==> src/rtl/ncl_le_pkg.sv <==
// Package: shared sizes and state encoding for the configurable threshold cell.
// Assumes the configuration is static while the cell is in use.
package ncl_le_pkg;
    localparam int unsigned LE_INPUTS   = 4;
    localparam int unsigned LE_W_BITS   = 2;
    localparam int unsigned LE_THR_BITS = 3;

    typedef enum logic {
        HS_NULL = 1'b0,
        HS_DATA = 1'b1
    } hyst_state_e;
endpackage

==> src/rtl/ncl_use_mask.sv <==
// Module: decides which input slots take part in the threshold function.
// A slot is used when its weight is non-zero, except for the handshake slot
// (the highest one) while register mode is on. Purely combinational.
module ncl_use_mask #(
    parameter int unsigned N_IN   = 4,
    parameter int unsigned W_BITS = 2
) (
    input  logic [N_IN*W_BITS-1:0] weights,
    input  logic                   reg_en,
    output logic [N_IN-1:0]        used
);
    localparam int unsigned KI_SLOT = N_IN - 1;

    for (genvar g = 0; g < N_IN; g++) begin : g_slot
        if (g == KI_SLOT) begin : g_ki
            // purpose: handshake slot is excluded in register mode
            always_comb used[g] = (weights[g*W_BITS +: W_BITS] != '0) && !reg_en;
        end else begin : g_data
            // purpose: ordinary slot is used whenever it carries weight
            always_comb used[g] = (weights[g*W_BITS +: W_BITS] != '0);
        end
    end
endmodule

==> src/rtl/ncl_weight_sum.sv <==
// Module: weighted sum of the asserted, used inputs, plus an any-high flag
// for the hold decision. Assumes SUM_W holds N_IN times the largest weight.
module ncl_weight_sum #(
    parameter int unsigned N_IN   = 4,
    parameter int unsigned W_BITS = 2,
    parameter int unsigned SUM_W  = 4
) (
    input  logic [N_IN-1:0]        din,
    input  logic [N_IN*W_BITS-1:0] weights,
    input  logic [N_IN-1:0]        used,
    output logic [SUM_W-1:0]       sum,
    output logic                   any_high
);
    logic [SUM_W-1:0] contrib [N_IN];
    logic [N_IN-1:0]  live;

    for (genvar g = 0; g < N_IN; g++) begin : g_term
        // purpose: one slot's weight when it is used and asserted
        always_comb begin
            live[g]    = din[g] && used[g];
            contrib[g] = live[g] ? SUM_W'(weights[g*W_BITS +: W_BITS]) : '0;
        end
    end

    // purpose: accumulate slot contributions and flag any live input
    always_comb begin
        sum = '0;
        for (int i = 0; i < int'(N_IN); i++) begin
            sum = sum + contrib[i];
        end
        any_high = |live;
    end
endmodule

==> src/rtl/ncl_hyst_state.sv <==
// Module: the single stored bit with hysteresis, reset value and handshake
// gating. Sets on set_cond and clears once nothing used is high; in register
// mode ki gates both directions. Synchronous active-low reset wins.
module ncl_hyst_state
    import ncl_le_pkg::*;
(
    input  logic clk,
    input  logic rst_n,
    input  logic set_cond,
    input  logic any_high,
    input  logic reg_en,
    input  logic ki,
    input  logic rst_en,
    input  logic rst_val,
    output logic state
);
    hyst_state_e st_q, st_d;

    // purpose: next-state rule for the threshold hysteresis
    always_comb begin
        st_d = st_q;
        if (st_q == HS_NULL) begin
            if (set_cond && (!reg_en || ki)) st_d = HS_DATA;
        end else begin
            if (!any_high && (!reg_en || !ki)) st_d = HS_NULL;
        end
    end

    // purpose: state register with configurable synchronous reset value
    always_ff @(posedge clk) begin
        if (!rst_n) st_q <= (rst_en && rst_val) ? HS_DATA : HS_NULL;
        else        st_q <= st_d;
    end

    assign state = (st_q == HS_DATA);

    logic past_valid = 1'b0;
    // purpose: marks that $past now refers to a real sampled cycle
    always_ff @(posedge clk) past_valid <= 1'b1;

    a_r5_reset_value: assert property (@(posedge clk) disable iff (!past_valid)
        !$past(rst_n) |-> state == $past(rst_en && rst_val));

    a_r1_rise_needs_set: assert property (@(posedge clk) disable iff (!rst_n || !past_valid)
        ($past(rst_n) && $rose(state)) |-> $past(set_cond));

    a_r3_fall_needs_quiet: assert property (@(posedge clk) disable iff (!rst_n || !past_valid)
        ($past(rst_n) && $fell(state)) |-> !$past(any_high));

    a_r8_rise_needs_ki: assert property (@(posedge clk) disable iff (!rst_n || !past_valid)
        ($past(rst_n) && $past(reg_en) && $rose(state)) |-> $past(ki));

    a_r9_fall_needs_no_ki: assert property (@(posedge clk) disable iff (!rst_n || !past_valid)
        ($past(rst_n) && $past(reg_en) && $fell(state)) |-> !$past(ki));
endmodule

==> src/rtl/ncl_logic_element.sv <==
// Module: top of the configurable threshold cell. Builds the used-slot mask,
// the weighted sum, the threshold compare (0 acts as 1), the hysteresis
// state and the optional output inversion. Configuration is assumed static.
module ncl_logic_element
    import ncl_le_pkg::*;
#(
    parameter int unsigned N_IN     = LE_INPUTS,
    parameter int unsigned W_BITS   = LE_W_BITS,
    parameter int unsigned THR_BITS = LE_THR_BITS
) (
    input  logic                   clk,
    input  logic                   rst_n,
    input  logic [THR_BITS-1:0]    cfg_thresh,
    input  logic [N_IN*W_BITS-1:0] cfg_weight,
    input  logic                   cfg_rst_en,
    input  logic                   cfg_rst_val,
    input  logic                   cfg_inv,
    input  logic                   cfg_reg_en,
    input  logic [N_IN-1:0]        din,
    output logic                   z
);
    localparam int unsigned MAX_SUM = N_IN * ((1 << W_BITS) - 1);
    localparam int unsigned SUM_W   = $clog2(MAX_SUM + 1);
    localparam int unsigned KI_SLOT = N_IN - 1;

    logic [N_IN-1:0]     used;
    logic [SUM_W-1:0]    sum;
    logic                any_high;
    logic [THR_BITS-1:0] thr_eff;
    logic                set_cond;
    logic                state;

    ncl_use_mask #(.N_IN(N_IN), .W_BITS(W_BITS)) u_mask (
        .weights (cfg_weight),
        .reg_en  (cfg_reg_en),
        .used    (used)
    );

    ncl_weight_sum #(.N_IN(N_IN), .W_BITS(W_BITS), .SUM_W(SUM_W)) u_sum (
        .din      (din),
        .weights  (cfg_weight),
        .used     (used),
        .sum      (sum),
        .any_high (any_high)
    );

    // purpose: threshold compare, a zero threshold treated as one
    always_comb begin
        thr_eff  = (cfg_thresh == '0) ? THR_BITS'(1) : cfg_thresh;
        set_cond = int'(sum) >= int'(thr_eff);
    end

    ncl_hyst_state u_state (
        .clk      (clk),
        .rst_n    (rst_n),
        .set_cond (set_cond),
        .any_high (any_high),
        .reg_en   (cfg_reg_en),
        .ki       (din[KI_SLOT]),
        .rst_en   (cfg_rst_en),
        .rst_val  (cfg_rst_val),
        .state    (state)
    );

    // purpose: optional inversion applied after the stored state
    always_comb z = state ^ cfg_inv;
endmodule

==> config.mk <==
export PLATFORM = sky130hd
export DESIGN_NAME = ncl_logic_element
export DESIGN_NICKNAME = d
export VERILOG_FILES = /design/src/rtl/ncl_le_pkg.sv /design/src/rtl/ncl_use_mask.sv /design/src/rtl/ncl_weight_sum.sv /design/src/rtl/ncl_hyst_state.sv /design/src/rtl/ncl_logic_element.sv
export SDC_FILE = /design/constraint.sdc
export NUM_CORES = 1
export LEC_CHECK = 0
export BUFFER_PORTS_ARGS = -buffer_cell sky130_fd_sc_hd__buf_2
export CORE_AREA = 2 2 39 41
export CTS_BUF_LIST = sky130_fd_sc_hd__clkbuf_8
export DETAILED_ROUTE_END_ITERATION = 10
export DIE_AREA = 0 0 41 43
export SETUP_SLACK_MARGIN = 0.2
export SYNTH_ARGS = -nofsm -noshare
export SYNTH_HDL_FRONTEND = slang
export SYNTH_SLANG_ARGS = --single-unit
export TNS_END_PERCENT = 5
==> constraint.sdc <==
create_clock -name clk -period 4.75 [get_ports clk]
set_input_delay 0.95 -clock clk [delete_from_list [all_inputs] [get_ports clk]]
set_output_delay 0.95 -clock clk [all_outputs]
set_load 0.01 [all_outputs]
# After elaboration in Yosys (flattened, before gate mapping)
# Cells that the tools add are included.
# word_totals
register_bits	1
latchBits	0
ramBits	0
romBits	0
out_inout_bits	1
n_memories	0
# op_classes
n_addsub	3
multipliers	0
div	0
n_lt_le_gt_ge	1
n_eq_ne	0
shifts	0
n_mux	10
bitwise	1
n_reduce_logical	19
# ops
operator	n
4-bit adder	3
1-bit logical AND	8
2-bit two-way mux	4
2-bit nonzero test	4
1-bit two-way mux	5
4-bit by 3-bit >= comparator with 1-bit output	1
4-bit OR reduction	1
1-bit zero test	3
3-bit zero test	1
3-bit two-way mux	1
1-bit logical OR	2
1-bit XOR	1

# Longest topological paths before layout
# logic_depth
ltp_word	11
ltp_mapped	10
depth_no_buf	10

# Hierarchy
# A second synthesis with hierarchy kept.
# hier_totals
hier_cells	42
hier_area_um2	351.6
# modules_own_cells
mod	n_inst	cells_per_inst	area_per_inst_um2	seq_area_each_um2
ncl_weight_sum	1	19	178.9	0.0
ncl_logic_element	1	12	92.6	0.0
ncl_hyst_state	1	7	51.3	20.0
ncl_use_mask	1	4	28.8	0.0

# Worst setup path after synthesis
# Ideal clock, no wire load.
# synth_timing
path_type	input -> register
start	in cfg_weight[7]
end	reg u_state.st_q (netlist: u_state.state)
arrival_time_ps	3707
t_required_ps	4673
path_slack_ps	966
cell_stages	9
cell_sequence	and3b_1 -> fa_1 -> fa_1 -> ha_1 -> fa_1 -> ha_1 -> nor3_1 -> or4_1 -> a41oi_2
# synth_via
elab_chain_len	10
# synth_lines
element	line_no	text
from (decl)	ncl_logic_element.sv:14	input logic [N_IN*W_BITS-1:0] cfg_weight,
2-bit nonzero test	ncl_use_mask.sv:17	always_comb used[g] = (weights[g*W_BITS +: W_BITS] != '0) && !reg_en;
1-bit logical AND	ncl_use_mask.sv:17	
1-bit logical AND	ncl_weight_sum.sv:20	live[g] = din[g] && used[g];
2-bit two-way mux	ncl_weight_sum.sv:21	contrib[g] = live[g] ? SUM_W'(weights[g*W_BITS +: W_BITS]) : '0;
4-bit adder	ncl_weight_sum.sv:29	sum = sum + contrib[i];
4-bit by 3-bit >= comparator with 1-bit output	ncl_logic_element.sv:50	set_cond = int'(sum) >= int'(thr_eff);
1-bit logical AND	ncl_hyst_state.sv:23	if (set_cond && (!reg_en || ki)) st_d = HS_DATA;
1-bit two-way mux	ncl_hyst_state.sv:23	
1-bit two-way mux (*)	ncl_hyst_state.sv:22	if (st_q == HS_NULL) begin
1-bit two-way mux (*)	ncl_hyst_state.sv:31	if (!rst_n) st_q <= (rst_en && rst_val) ? HS_DATA : HS_NULL;
to (signal assigned)	ncl_hyst_state.sv:31	
to (signal assigned)	ncl_hyst_state.sv:32	else st_q <= st_d;
to (decl)	ncl_hyst_state.sv:17	hyst_state_e st_q, st_d;
# Mark *: on every way between the ends. The rest lies on a longest branch, timed or not.

# Final worst setup path
# layout_timing
start	in din[3]
end	reg u_state.st_q (netlist: u_state.state)
# layout_via
elab_chain_len	8
# layout_lines
element	line_no	text
from (decl)	ncl_logic_element.sv:19	input logic [N_IN-1:0] din,
1-bit logical AND	ncl_weight_sum.sv:20	
2-bit two-way mux	ncl_weight_sum.sv:21	
4-bit adder	ncl_weight_sum.sv:29	
4-bit by 3-bit >= comparator with 1-bit output	ncl_logic_element.sv:50	
1-bit logical AND	ncl_hyst_state.sv:23	
1-bit two-way mux	ncl_hyst_state.sv:23	
1-bit two-way mux (*)	ncl_hyst_state.sv:22	
1-bit two-way mux (*)	ncl_hyst_state.sv:31	
# Marks and branches as above.

==> results.py <==
metrics = {
    "power_and_ir_drop": {
        "switching_share_pct": 38.9,
        "p_sw_uw": 21.1,
        "p_clk_share_pct": 0,
        "peakVddDrop_v": 0.0000651,
        "static-leakage-power_uw": 0.000250,
        "pwr-share-seq_pct": 20.4,
        "p_total_uw": 54.3,
        "pwr-share-comb_pct": 79.6,
        "powerDensity_nw_per_um2": 118,
        "intPower_uw": 33.1,
    },
    "grt": {
        "grt_usage_pct": 7.98,
        "grt.overflow.total": 0,
        "antenna_found_initial": 0,
        "grt_pass1_vias": 304,
        "grt_max_degree": 5,
        "grt_pass1_wl_um": 1040,
    },
    "finish": {
        "nFillCells": 148,
        "largest_reg_flops": 1,
        "fin_nets": 91,
        "fin_util_pct": 33.3,
        "diodes": 0,
        "area_growth_pct": 37.3,
        "fin_cells": 75,
        "drive_above_1_share_pct": 37.3,
    },
    "drt": {
        "dr.pass1.iters": 4,
        "first_iter_violations": 2,
        "drt_wl_total_um": 602,
        "dr_wl_met2_um": 298,
        "num_vias": 334,
        "via_per_inst": 4.45,
        "wl_per_cell_um": 8.03,
        "postRouteAntennaNets": 0,
        "wl_met1_um": 259,
        "route.met3.wl_um": 44,
        "drc": 0,
        "topRoutingLayerUsed": "met3",
    },
    "setup_path": {
        "critPathLaunch": "din[3]",
        "end_kind": "flip-flop",
        "arrival_ns": 3.89,
        "start_kind": "input pin",
        "r2r-start": "u_state.state",
        "path_class": "input pin to flip-flop",
        "required_ns": 4.67,
        "critPathMaxFanout": 4,
    },
    "clock_tree": {
        "clk_latency_ns": 0,
        "post_cts_buffers": 0,
        "clk_pin_slew_ns": 0,
        "cts_resized": 0,
        "cts_hold_buf": 0,
    },
    "timing": {
        "worst_slack_ns": 0.786,
        "maxSlewHeadroom_pct": 77.4,
        "setup_viol": 0,
        "hold_violations": 0,
        "period_needed_ns": 3.96,
        "grt_setup_unrepaired": "no",
        "report.final.slew_viol_count": 0,
        "finClkSkew_ns": 0,
        "final.setup.tns_ns": 0,
        "worst_pin_slew_ns": 0.330,
        "fmax_mhz": 252,
        "period_share_pct": 83.5,
    },
    "floorplanning": {
        "io_pins": 22,
        "dieWidth_um": 41,
        "core_area_um2": 1380,
        "fp.dieArea_um2": 1760,
        "rows": 14,
        "start_util_pct": 24.2,
        "die_h_um": 43,
    },
    "placed_design": {
        "numPortBuffers": 21,
        "pre_cts_slack_ns": 0.747,
        "hpwl_um": 599,
        "place_inst": 75,
        "gp_congestion": 0.659,
    },
    "synth": {
        "ys_ff_latch": 1,
        "synth.distinct_cells": 21,
        "ys_warn_count": 0,
        "syn_avg_cell_area_um2": 8.82,
        "synth_nets": 68,
        "synthTopCellsByArea": "fa_1, ha_1, and2_1",
        "ys_seq_area_share_pct": 5.97,
        "yosys.area.top_type_share_pct": 23.9,
        "syn_area_um2": 335,
        "synth.largest_area_cell": "fa_1",
        "synthesis.instances": 38,
    },
    "status": {
        "status": "finished, final reports clean",
    },
    "job": {
        "drv_cap": 0,
    },
    "min_path": {
        "hold_start": "u_state.state",
        "hold_class": "flip-flop to flip-flop",
    },
}
[layout by cell type (no fill, tap or decap)]
| cell | instances |
|---|---|
| and3b_1 | 1 |
| buf_2 | 21 |
| ha_1 | 5 |
| o21bai_1 | 1 |
| nor3_1 | 1 |
| and2_1 | 4 |
| or4_1 | 1 |
| nand3b_1 | 1 |
| nand2_1 | 3 |
| o31ai_1 | 1 |
| nor2b_1 | 1 |
| dfxtp_1 | 1 |
| nand2b_1 | 1 |
| fa_1 | 4 |
| o211ai_1 | 1 |
| inv_1 | 5 |
| xor2_1 | 1 |
| a41oi_2 | 1 |
| a2111oi_0 | 1 |
| nand3_1 | 1 |
| a21oi_1 | 1 |
| o21ai_0 | 2 |
[Yosys cell counts, drive strengths merged]
| cell type | instances |
|---|---|
| and2 | 4 |
| fa | 4 |
| nand3 | 1 |
| o31ai | 1 |
| nor3 | 1 |
| o21bai | 1 |
| nand2b | 1 |
| a2111oi | 1 |
| nor2b | 1 |
| inv | 5 |
| xor2 | 1 |
| dfxtp | 1 |
| or4 | 1 |
| nand3b | 1 |
| a21oi | 1 |
| a41oi | 1 |
| nand2 | 3 |
| ha | 5 |
| and3b | 1 |
| o211ai | 1 |
| o21ai | 2 |
[layer usage]
metal | global-route usage [%] | vias to the layer above
li1 | - | 176
met3 | 0 | 0
met2 | 14.7 | 12
met1 | 10.5 | 146
met4 | 0 | 0
met5 | 0 | -
[cell type report]
class / count / area [µm²] / area share (%)
inverters: 5 / 18.8 / 4.08
multi-input cells: 32 / 297 / 64.4
flip-flops and latches: 1 / 20.0 / 4.35
well taps: 16 / 20.0 / 4.35
repair buffers: 21 / 105 / 22.8
[power by group through the flow]
stage / Combinational, µW / Clock, µW / Sequential [µW]
3_5_place_dp: 44.8 / 0 / 11.1
3_3_place_gp: 43.8 / 0 / 11.2
2_1_floorplan: 27.8 / 0 / 10.9
4_1_cts: 44.8 / 0 / 11.1
5_1_grt: 52.1 / 0 / 11.4
6_report: 43.2 / 0 / 11.1
[cell families after synthesis]
group | share of synthesized area, %
buffers and inverters | 5.60
AND/OR/NAND/NOR | 24.6
XOR/XNOR | 2.61
adder cells (fa/ha/maj) | 42.5
flip-flops | 5.97
AO/OA/AOI/OAI | 18.7
[worst paths after layout]
path | slack [ns] | depth (start not counted) | endpoint
setup / recovery | 0.79 | 10 | u_state.state
hold / removal | 0.54 | 2 | u_state.state
setup reg to reg | 3.64 | 2 | u_state.state
hold reg to reg | 0.54 | 2 | u_state.state
[worst max-delay path, cell delays in order]
cell	delay, ns
buf_2	0.12
and3b_1	0.18
fa_1	0.51
fa_1	0.49
ha_1	0.22
fa_1	0.44
ha_1	0.29
nor3_1	0.04
or4_1	0.48
a41oi_2	0.18
[stage by stage]
step                hold slack [ns]  cell area, µm²
finish                        0.543             460
global route                  0.587             460
CTS                           0.548             460
detailed placement            0.548             460
global placement              0.550             460
floorplan                     0.523             335
Note: power is estimated with default switching activity, not from simulation.
